==> config.mk <==
export PLATFORM = sky130hd
export DESIGN_NAME = aud_serial_tx
export DESIGN_NICKNAME = d
export VERILOG_FILES = /design/src/rtl/aud_tx_pkg.sv /design/src/rtl/aud_clk_ctrl.sv /design/src/rtl/aud_shift_dp.sv /design/src/rtl/aud_serial_tx.sv
export SDC_FILE = /design/constraint.sdc
export NUM_CORES = 1
export LEC_CHECK = 0
export ABC_CLOCK_PERIOD_IN_PS = 8000
export BUFFER_PORTS_ARGS = -buffer_cell sky130_fd_sc_hd__buf_2
export CORE_MARGIN = 4
export CORE_UTILIZATION = 58
export CTS_CLUSTER_DIAMETER = 100
export DETAILED_ROUTE_END_ITERATION = 12
export PLACE_DENSITY = 0.8
export SETUP_SLACK_MARGIN = 0.3
export SLEW_MARGIN = 10
export SYNTH_ARGS = -nofsm -noshare
export SYNTH_HDL_FRONTEND = slang
export SYNTH_HIERARCHICAL = 1
export SYNTH_SLANG_ARGS = --single-unit
==> constraint.sdc <==
create_clock -name clk2x -period 8 [get_ports clk2x]
set_input_delay 1.6 -clock clk2x [delete_from_list [all_inputs] [get_ports clk2x]]
set_output_delay 1.6 -clock clk2x [all_outputs]
set_load 0.05 [all_outputs]
==> src/rtl/aud_tx_pkg.sv <==
package aud_tx_pkg;

  // Strobes from clock control to the slot shifter
  typedef struct packed {
    logic bitFall;   // a bit-clock falling edge happens at this clock edge
    logic lrLevel;   // frame-clock level in effect after that edge
  } slot_stb_t;

  typedef enum logic [1:0] {
    SPD_SINGLE = 2'b00,
    SPD_DOUBLE = 2'b01,
    SPD_QUAD   = 2'b10,
    SPD_RSVD   = 2'b11
  } speed_e;

  // Number of halvings removed from the slowest division; reserved maps to single
  function automatic int speedShift(input logic [1:0] code);
    case (speed_e'(code))
      SPD_DOUBLE: speedShift = 1;
      SPD_QUAD:   speedShift = 2;
      default:    speedShift = 0;
    endcase
  endfunction

endpackage

==> src/rtl/aud_clk_ctrl.sv <==
module aud_clk_ctrl
  import aud_tx_pkg::*;
#(
  parameter int HALF_SLOTS = 32,
  parameter int SYNC_LEN   = 2
) (
  input  logic       clk,
  input  logic       rstN,
  input  logic       isMaster,
  input  logic [1:0] speedSel,
  input  logic       mdivEn,
  input  logic       bclkIn,
  input  logic       lrckIn,
  output slot_stb_t  stb,
  output logic       bclkOut,
  output logic       lrckOut
);

  localparam int HALF_LOG = $clog2(HALF_SLOTS);
  // largest bit-clock half-period exponent is 3 (single speed, prescaled)
  localparam int PH_W  = HALF_LOG + 5;
  localparam int IDX_W = $clog2(PH_W);

  logic [PH_W-1:0]  phase;
  logic [PH_W-1:0]  phaseNext;
  logic [IDX_W-1:0] idxB;
  logic [IDX_W-1:0] idxL;
  int               kB;

  always_comb begin
    kB        = 2 - speedShift(speedSel) + int'(mdivEn);
    idxB      = IDX_W'(kB);
    idxL      = IDX_W'(kB + 1 + HALF_LOG);
    phaseNext = phase + 1'b1;
  end

  always_ff @(posedge clk) begin
    if (!rstN) phase <= '0;
    else       phase <= phaseNext;
  end

  // Slave clock synchronisers
  logic [SYNC_LEN:0]   bSync;
  logic [SYNC_LEN-1:0] lSync;

  always_ff @(posedge clk) begin
    if (!rstN) begin
      bSync <= '0;
      lSync <= '0;
    end else begin
      bSync <= {bSync[SYNC_LEN-1:0], bclkIn};
      lSync <= {lSync[SYNC_LEN-2:0], lrckIn};
    end
  end

  logic masterFall;
  logic slaveFall;

  always_comb begin
    masterFall = phase[idxB] & ~phaseNext[idxB];
    slaveFall  = bSync[SYNC_LEN] & ~bSync[SYNC_LEN-1];
    stb.bitFall = isMaster ? masterFall : slaveFall;
    stb.lrLevel = isMaster ? phaseNext[idxL] : lSync[SYNC_LEN-1];
  end

  assign bclkOut = isMaster & phase[idxB];
  assign lrckOut = isMaster & phase[idxL];

  // Checker: bit-clock falls counted inside each generated half-frame
  logic [HALF_LOG:0] fallCnt;

  always_ff @(posedge clk) begin
    if (!rstN || !isMaster) fallCnt <= '0;
    else if (stb.bitFall) begin
      if (stb.lrLevel != lrckOut) fallCnt <= '0;
      else                        fallCnt <= fallCnt + 1'b1;
    end
  end

  assert_lr_on_fall_R3: assert property (@(posedge clk) disable iff (!rstN)
    (isMaster && $past(isMaster) && (lrckOut != $past(lrckOut))) |-> $fell(bclkOut));

  assert_half_len_R3: assert property (@(posedge clk) disable iff (!rstN)
    (isMaster && stb.bitFall && (stb.lrLevel != lrckOut))
      |-> (fallCnt == (HALF_LOG+1)'(HALF_SLOTS - 1)));

endmodule

==> src/rtl/aud_shift_dp.sv <==
module aud_shift_dp
  import aud_tx_pkg::*;
#(
  parameter int SAMPLE_W = 24,
  parameter int MAX_HALF = 64
) (
  input  logic                clk,
  input  logic                rstN,
  input  logic                fmtI2s,
  input  slot_stb_t           stb,
  input  logic [SAMPLE_W-1:0] leftIn,
  input  logic [SAMPLE_W-1:0] rightIn,
  output logic                sdata
);

  localparam int SLOT_W = $clog2(MAX_HALF);
  localparam logic [SLOT_W-1:0] SLOT_MAX = SLOT_W'(MAX_HALF - 1);

  logic                lrPrev;
  logic [SLOT_W-1:0]   slot;
  logic [SAMPLE_W-1:0] heldL;
  logic [SAMPLE_W-1:0] heldR;

  logic                newHalf;
  logic                leftSide;
  logic                capture;
  logic [SLOT_W-1:0]   slotNext;
  logic [SAMPLE_W-1:0] wordNow;
  logic                bitNext;
  int                  pos;

  always_comb begin
    newHalf  = stb.lrLevel != lrPrev;
    leftSide = stb.lrLevel ^ fmtI2s;          // LJ: high is left, I2S: low is left
    capture  = stb.bitFall & newHalf & leftSide;
    if (newHalf)               slotNext = '0;
    else if (slot == SLOT_MAX) slotNext = slot;
    else                       slotNext = slot + 1'b1;
    wordNow  = leftSide ? (capture ? leftIn : heldL) : heldR;
    pos      = int'(slotNext) - int'(fmtI2s);
    bitNext  = 1'b0;
    if (pos >= 0 && pos < SAMPLE_W) bitNext = wordNow[SAMPLE_W-1-pos];
  end

  always_ff @(posedge clk) begin
    if (!rstN) begin
      lrPrev <= 1'b0;
      slot   <= '0;
      heldL  <= '0;
      heldR  <= '0;
      sdata  <= 1'b0;
    end else if (stb.bitFall) begin
      lrPrev <= stb.lrLevel;
      slot   <= slotNext;
      sdata  <= bitNext;
      if (capture) begin
        heldL <= leftIn;
        heldR <= rightIn;
      end
    end
  end

  assert_sdata_on_fall_R5: assert property (@(posedge clk) disable iff (!rstN)
    (sdata != $past(sdata)) |-> $past(stb.bitFall));

  assert_hold_stable_R9: assert property (@(posedge clk) disable iff (!rstN)
    !$past(stb.bitFall) |-> (heldL == $past(heldL) && heldR == $past(heldR)));

endmodule

==> src/rtl/aud_serial_tx.sv <==
module aud_serial_tx
  import aud_tx_pkg::*;
#(
  parameter int SAMPLE_W   = 24,
  parameter int HALF_SLOTS = 32,
  parameter int MAX_HALF   = 64
) (
  input  logic                clk2x,
  input  logic                rstN,
  input  logic [1:0]          speedSel,
  input  logic                mdivEn,
  input  logic                isMaster,
  input  logic                fmtI2s,
  input  logic                bclkIn,
  input  logic                lrckIn,
  input  logic [SAMPLE_W-1:0] leftIn,
  input  logic [SAMPLE_W-1:0] rightIn,
  output logic                sdata,
  output logic                bclkOut,
  output logic                lrckOut
);

  slot_stb_t stb;

  aud_clk_ctrl #(
    .HALF_SLOTS(HALF_SLOTS),
    .SYNC_LEN  (2)
  ) u_ctrl (
    .clk     (clk2x),
    .rstN    (rstN),
    .isMaster(isMaster),
    .speedSel(speedSel),
    .mdivEn  (mdivEn),
    .bclkIn  (bclkIn),
    .lrckIn  (lrckIn),
    .stb     (stb),
    .bclkOut (bclkOut),
    .lrckOut (lrckOut)
  );

  aud_shift_dp #(
    .SAMPLE_W(SAMPLE_W),
    .MAX_HALF(MAX_HALF)
  ) u_dp (
    .clk    (clk2x),
    .rstN   (rstN),
    .fmtI2s (fmtI2s),
    .stb    (stb),
    .leftIn (leftIn),
    .rightIn(rightIn),
    .sdata  (sdata)
  );

endmodule

* Word-level counts from Yosys, hierarchy flattened
Index checks and enable logic that the tools add are counted.
** Word-level totals
- Bits in registers :: 71
- Logic and storage cells :: 55
- Input bits :: 57
- Output and inout port bits :: 3
** Operators by class
- Bitwise operators :: 9
- $lt $le $gt $ge :: 5
- $add $sub $neg :: 8
- Reductions and logical operators :: 2
- Equal/unequal tests :: 4
- Mux-type cells :: 19
** Operators by type and width (number)
- 2-to-1 mux 24 bit :: 2
- greater-or-equal comparator 32 x 1 -> 1 bit, second input constant :: 1
- < comparator 32 x 6 -> 1 bit, second input constant :: 1
- < comparator 32 x 7 -> 1 bit, second input constant :: 1
- subtractor 6 x 32 -> 32 bit, first input constant :: 1
- binary-select mux 1 bit (select 4 bit) :: 4
- 2-to-1 mux 6 bit :: 2
- adder 10 x 1 -> 10 bit, second input constant :: 1
- < comparator 4 x 5 -> 1 bit, second input constant :: 2
- 2-to-1 mux 1 bit :: 9
- subtractor 6 x 1 -> 7 bit :: 1
- adder 6 x 1 -> 6 bit, second input constant :: 1
- AND 1 bit :: 6
- equality test 6 bit, second input constant :: 1
- binary-select mux 1 bit (select 5 bit) :: 1
- adder 4 x 2 -> 4 bit :: 1
- adder 4 x 2 -> 4 bit, second input constant :: 1
- adder 4 bit, second input constant :: 1
- case mux 2 bit (2 select lines) :: 1
- subtractor 2 x 2 -> 3 bit, first input constant :: 1
- equality test 2 x 1 -> 1 bit, second input constant :: 1
- equality test 2 bit, second input constant :: 1
- NOT 1 bit :: 2
- AND reduction 2 bit :: 1
- 3 further kinds :: 3

* Logic depth before layout (Yosys ltp)
Gate-level depths: netlist of the first run.
- Depth in word-level cells :: 18
- Gate-level depth with buffers :: 25
- Depth with buffers taken out :: 24

* By module
Netlist of the first run, hierarchy kept.
** By module, submodules not included
- aud_shift_dp :: cells each 380, instances 1, area each 3094.2 µm², sequential area each 1121.1 µm²
- aud_clk_ctrl :: cells each 144, instances 1, area each 1286.2 µm², sequential area each 300.3 µm²

* Least setup slack after synthesis of the first run
OpenSTA, ideal clock, no wires.
- Path type :: input to register
- Start point :: input port speedSel[1]
- End point :: register u_dp.sdata
- Library setup time :: 0.128 ns
- Cell stages on the path :: 22
- Buffers on the path :: 4
- Data required time :: 7.872 ns
- Data arrival time :: 5.939 ns
- Path slack :: 1.932 ns
- Path through :: inv_1 -> ha_1 -> ha_1 -> ha_1 -> buf_4 -> inv_2 -> ha_1 -> o32a_1 -> a211oi_2 -> buf_6 -> xnor2_2 -> nand4_1 -> and2_1 -> ha_1 -> buf_4 -> dlygate4sd1_1 -> nand4_1 -> o311ai_0 -> o311ai_0 -> o22ai_1 -> a221oi_1 -> o32ai_1
** RTL lines
- start: declaration :: line aud_serial_tx.sv:10 : input logic [1:0] speedSel,
- end signal: assignment :: line aud_shift_dp.sv:55 : sdata <= bitNext;
- end: declaration :: line aud_shift_dp.sv:13 : output logic sdata

==> results of run 1 <==
-- area by class of cell --
class | instances | area share (%)
multi-input cells | 403 | 55.5
flip-flops and latches | 71 | 29.6
repair buffers | 62 | 6.61
clock buffers | 9 | 2.58
well taps | 99 | 2.58
clock inverters | 7 | 2.16
inverters | 12 | 0.937
-- power by group through the flow --
| stage | clock network [mW] | registers, mW | logic (mW) |
|---|---|---|---|
| 2_1_floorplan | 0 | 0.371 | 0.148 |
| 3_3_place_gp | 0 | 0.375 | 0.182 |
| 3_5_place_dp | 0 | 0.375 | 0.184 |
| 4_1_cts | 0.334 | 0.367 | 0.186 |
| 5_1_grt | 0.350 | 0.368 | 0.208 |
| 6_report | 0.328 | 0.367 | 0.189 |
-- cell usage after synthesis, drive strengths merged, types with 11 or more instances --
library cell,n
mux2i,11
a31oi,13
inv,12
buf,26
nand2,109
nand4,11
nor2b,13
nor2,15
clkbuf,11
o21ai,27
a21oi,11
a21boi,47
nand3,15
and2,17
dfxtp,71
-- layer usage --
metal	vias to the layer above	wire, um	global-route usage [%]
met5	-	0	0
met4	0	128	6.97
met3	13	679	4.94
met2	137	4810	37.3
met1	1838	4760	34.6
li1	1944	-	-
-- sequential cells by signal, summed over array words and instances, names as in the netlist --
register and cells:
u_ctrl/phase 10, u_ctrl/bSync 3, u_ctrl/lSync 2, u_dp/lrPrev 1, u_dp/slot 6, u_dp/heldL 24
u_dp/heldR 24, u_dp/sdata 1
-- worst max-delay path, cell delays in order --
cell      delay, ns
buf_2          0.09
inv_1          0.04
ha_1           0.21
ha_1           0.75
nand2b_2       0.29
a211oi_1       0.08
o21bai_1       0.18
o32a_1         0.32
a211oi_2       0.69
xnor2_2        0.25
nand4_1        0.20
and2_1         0.22
ha_1           0.72
nand2b_1       0.19
a22o_1         0.12
o311ai_0       0.12
o311ai_0       0.38
o22ai_1        0.15
a221oi_1       0.32
o32ai_1        0.14
-- final timing paths --
kind,from,end,cells after the start
setup / recovery,speedSel[1],u_dp/sdata,20
hold reg to reg,u_ctrl/bSync[1],u_ctrl/bSync[2],1
hold / removal,u_ctrl/bSync[1],u_ctrl/bSync[2],1
setup reg to reg,u_ctrl/phase[0],u_dp/sdata,17
-- logic make-up after synthesis --
kind of cell	after synthesis	synth area share, %
adder cells (fa/ha/maj)	10	2.86
multiplexers	17	5.17
XOR/XNOR	18	3.94
buffers and inverters	50	6.63
flip-flops	71	32.4
AO/OA/AOI/OAI	142	23.6
AND/OR/NAND/NOR	216	25.4
-- stage by stage --
stage	setup WS (ns)	instance area, um^2	power (mW)	std cells	util (%)
3_5_place_dp	0.981	4580	0.560	647	62.8
3_3_place_gp	1.21	4580	0.556	647	62.8
4_1_cts	1.31	4800	0.887	663	65.9
2_1_floorplan	1.93	4380	0.519	524	-
5_1_grt	0.769	4800	0.927	663	65.9
6_report	1.17	4800	0.883	663	65.9
==> metrics, run 1 <==
status finished, final reports clean; overall routing resource usage roughly a quarter; Buffers on Ports 59; worst-skew pair later-pin latency roughly 0.35 ns; routed wire length approximately 10 mm; async set-or-reset flop fraction in the synthesized netlist 0%; reg2reg setup slack roughly 2.5 ns; pwr/cell area around 180 nW/um^2; clock slew at reported path FFs 0.08 ns; register area share after synthesis between 30 and 40%; post-CTS sizing 0; fin crit period slightly below 7 ns; CTS tree done; Slew headroom between 30% and 40%; fillers 670; Syn Inst Count approximately 520; CP endpoint kind flop; Main synth FF type dfxtp_1; Worst Tran Pin Value about 1.0 ns; row count 31; chip height about 95 um; worst endpoint required time roughly 8.2 ns; final period utilization a little under nine tenths; switching power about 0.27 mW; H-tree Lvls 3; Comb pwr share a little over a fifth; yosys warns 6; hpwl dp ~7.1 mm; Layout area overhead 9.68%; clock share of power a little under two fifths; area of the die 9010 um^2; fmax around 150 MHz; Cell Int Power approximately 0.62 mW; via count a little under 4k; mean post-synth cell area approximately 8.4 um^2; Post-CTS Setup Inserts 0; CTS Root Cell clkbuf_8; WS Path Type primary input to flop; Slew Limit Fails 0; Final setup viols 0; pin count of the biggest net entering global routing 73; post-synth top area cell dfxtp_1; Hold Path Class flop to flop; switching portion of total power between 30% and 40%; drt wl/cell ~16 um; post-route ant nets 0; clk sinks 71; number of diodes 0; CP Launch Type primary input; worst clock skew between 0.015 and 0.02 ns; Yosys cell types 77; EDFF count, synth 0; Post-Syn Area between 4000 and 5000 um^2; Reg power frac 41.5%; most frequent cells in the layout nand2_1, dfxtp_1, buf_2; Syn Nets 591; Iter 0 DRT Violations 307; Longest Clk Path Bufs 2; Synth top area share between 30% and 40%; Peak VDD IR 0.0989 mV; Final nets around 630; worst hold slack around 0.47 ns; CORE AREA between 7000 and 8000 um^2; Sum Neg Setup Slack 0 ns; grt ovf 0; Seq. cell area between 1000 and 1500 um^2; fraction of layout cells with a size suffix above 1 17.7%; GPL Wtd Cong between 0.9 and 1; Ports 60; commonest non-fill, non-tap cell in the layout nand2_1; 1st-pass router iterations 5; cts bufs inserted 9; Max Cap Violations 0; Area contributors post-synth dfxtp_1, nand2_1, a21boi_0; flip-flop and latch count after synthesis about 70; vias in the first global route roughly 3.7k; DRC violation count after routing 0; RSZ-0062 raised after global routing false; cts hold-fix bufs 0; multi-input logic area 2670 um^2; DR vias/cell 5.93; antenna violations before repair 0; worst path arrival time approximately 7.1 ns; Hold Violations, Final 0; Leak Pwr roughly 1.8 nW; die extent in x about 95 um; first-pass GRT wire length approximately 18 mm; maximum fanout along the worst path 21; Starting Density about three fifths
Note: power is estimated with default switching activity, not from simulation.
==> run 2, diff against run 1 <==
ABC_CLOCK_PERIOD_IN_PS = 7080   (was 8000)
clock period = 7.08 ns   (was 8 ns; I/O delays follow)
==> run 2 against run 1 <==
Hold slack improved by 0.0020 ns; register-to-register slack got worse by 0.77 ns; core utilization shrank 0.39 points; clock skew down 0.0077 ns; flip-flop and latch count did not move; largest cell class unchanged; routed wire length rose by 1.8%; clock power is 11% lower; clock-buffer cell count increased by 4.
==> metrics, run 2 (synthesis results as in run 1) <==
status finished, final reports clean; maximum fanout along the worst path 20 (-4.8%); grt ovf 0 (unchanged); Hold Path Class flop to flop; CORE AREA 7290 um^2 (unchanged); worst endpoint required time 7.29 ns (-0.94 ns); Worst path top cell family by delay compound AO/OA/AOI/OAI gates; row count 31 (unchanged); chip height 94.9 um (unchanged); Slew headroom 33.1% (+0.80 points); Max Cap Violations 0 (unchanged); uppermost routed layer met4; Comb pwr share 23.2% (+1.8 points); vias in the first global route 3659 (-1.0%); first-pass GRT wire length 17.4 mm (-1.6%); Buffers on Ports 59 (unchanged); post-route ant nets 0 (unchanged); Longest Clk Path Bufs 2 (unchanged); CP Launch Type primary input; Slew Limit Fails 0 (unchanged); DR vias/cell 5.93 (about the same); drt wl/cell 15.9 um (+1.4%); Hold Crit Depth 2 (+1); Final nets 629 (+0.48%); clock slew at reported path FFs 0.08 ns (about the same); worst-skew pair later-pin latency 0.34 ns (about the same); reg2reg setup slack 1.71 ns (-0.77 ns); area of the die 9010 um^2 (unchanged); number of buffers and inverters on the critical path 3 (+1); Iter 0 DRT Violations 219 (-29%); biggest regs u_dp/heldL: 24 flops, u_dp/heldR: 24 flops, u_ctrl/phase: 10 flops; hpwl dp 7.36 mm (+2.9%); Post-CTS Setup Inserts 0 (unchanged); 1st-pass router iterations 5 (unchanged); DRC violation count after routing 0 (unchanged); CTS tree done; commonest non-fill, non-tap cell in the layout nand2_1; Leak Pwr 1.79 nW (-0.25%); switching portion of total power 30.6% (+0.26 points); CTS Root Cell clkbuf_8; H-tree Lvls 3 (unchanged); CP endpoint kind flop; Final setup viols 0 (unchanged); CP startpoint speedSel[1]; worst hold slack 0.468 ns (+0.00200 ns); Reg power frac 45.1% (+3.6 points); Worst Tran Pin Value 1.00 ns (-0.0120 ns); overall routing resource usage 24.4% (+0.084 points); RR Startpoint u_ctrl/phase[0]; fraction of layout cells with a size suffix above 1 17.8% (+0.083 points); Reg2Reg Depth 18 (+1); Slowest-stage cell, CP ha_1; GPL Wtd Cong 0.931 (+2.6%); DRT met1 WL 4.85 mm (+1.9%); cts hold-fix bufs 0 (unchanged); fin crit period between 6 and 7 ns; most used cell, CP ha_1; min-delay src u_dp/heldR[22]; final period utilization 89.6%; fillers 682 (+1.8%); final instance area 4780 um^2 (-0.60%); cts bufs inserted 9 (unchanged); Hold Violations, Final 0 (unchanged); pwr/cell area 193 nW/um^2 (+5.1%); clk sinks 71 (unchanged); most frequent cells in the layout nand2_1, dfxtp_1, buf_2; Min-Delay Endpoint u_dp/heldR[22]; worst path arrival time 6.55 ns (-0.51 ns); fmax between 150 and 200 MHz; routed wire length 10.6 mm (+1.8%); max incr delay on CP 0.71 ns (-0.04 ns); clock share of power 31.7% (-5.4 points); Layout area overhead 9.03%; Ports 60 (unchanged); pin count of the biggest net entering global routing 73 (unchanged); post-CTS sizing 0 (unchanged); worst clock skew 0.0114 ns (-0.00765 ns); switching power 0.282 mW (+5.3%); crit-path cells buf_2, inv_1, ha_1, ha_1, nand2b_2, a21oi_1, or4_4, a311oi_2, a211oi_2, buf_4, xnor2_2, nand4_1, and2_1, ha_1, nand2b_1, a22o_1, o311ai_0, o311ai_0, o22ai_1, a221oi_1, o32ai_1; antenna violations before repair 0 (unchanged); Peak VDD IR 0.135 mV (+37%); die extent in x 94.9 um (unchanged); Cell Int Power 0.640 mW (+4.1%); Starting Density 60.1% (unchanged); Area after DPL 4600 um^2 (+0.49%); WL met3 726 um (+6.9%); via count 3948 (+0.41%); WS Path Type primary input to flop; RSZ-0062 raised after global routing false; wire length on met2 4.88 mm (+1.5%); Sum Neg Setup Slack 0 ns (unchanged); FF-to-FF End u_dp/sdata; number of diodes 0 (unchanged)
==> run 2: changes by cell type in the layout (fill, tap and decap cells not counted), moves of 2 or more <==
cell       delta
buf_4         +3
bufinv_16     -2
clkbuf_1      +2
clkbuf_8      +2
clkinv_2      +2
==> run 2: power by group through the flow <==
stage	Combinational, mW	Clock, mW	Sequential (mW)
after floorplan	0.167	0	0.420
after CTS	0.211	0.297	0.415
after global routing	0.235	0.318	0.416
after detailed placement	0.210	0	0.425
after global placement	0.207	0	0.424
final	0.214	0.293	0.416
==> run 2: area by class of cell <==
cell class | count | area (um^2) | area share, %
clock buffer | 13 | 159 | 3.33
clock inverter | 3 | 17.5 | 0.367
inverter | 12 | 45.0 | 0.943
multi-input combinational | 403 | 2670 | 55.9
sequential | 71 | 1420 | 29.8
tap | 99 | 124 | 2.59
timing repair buffer | 65 | 340 | 7.13
==> run 2: stage by stage <==
step                power, mW  cells  setup slack (ns)  util, %
floorplan               0.587    524              1.20        -
CTS                     0.924    666             0.820     65.5
finish                  0.923    666             0.739     65.5
global route            0.969    666             0.406     65.5
detailed placement      0.635    650             0.474     63.1
global placement        0.631    650             0.738     63.1
==> run 2: how the worst max path moves through the flow <==
stage	to	slack [ns]	cells after the start
2_1_floorplan	u_dp/sdata	1.20	22
3_3_place_gp	u_dp/sdata	0.74	20
3_5_place_dp	u_dp/sdata	0.47	23
4_1_cts	u_dp/sdata	0.82	21
5_1_grt	u_dp/sdata	0.41	23
6_report	u_dp/sdata	0.74	21
==> run 2: worst register-to-register path, delay by kind of cell (launching register included) <==
family          cells  cell delay, ns
flops               1            0.66
simple gates        5            1.35
fa+ha+maj           2            1.18
compound gates      9            1.59
buf+inv             1            0.19
xor+xnor            1            0.28
==> run 2: per-layer routing <==
metal / global-route usage [%] / vias up
met2: 37.4 / 145
met4: 7.81 / 0
met1: 34.1 / 1839
met5: 0 / -
li1: - / 1947
met3: 5.50 / 17
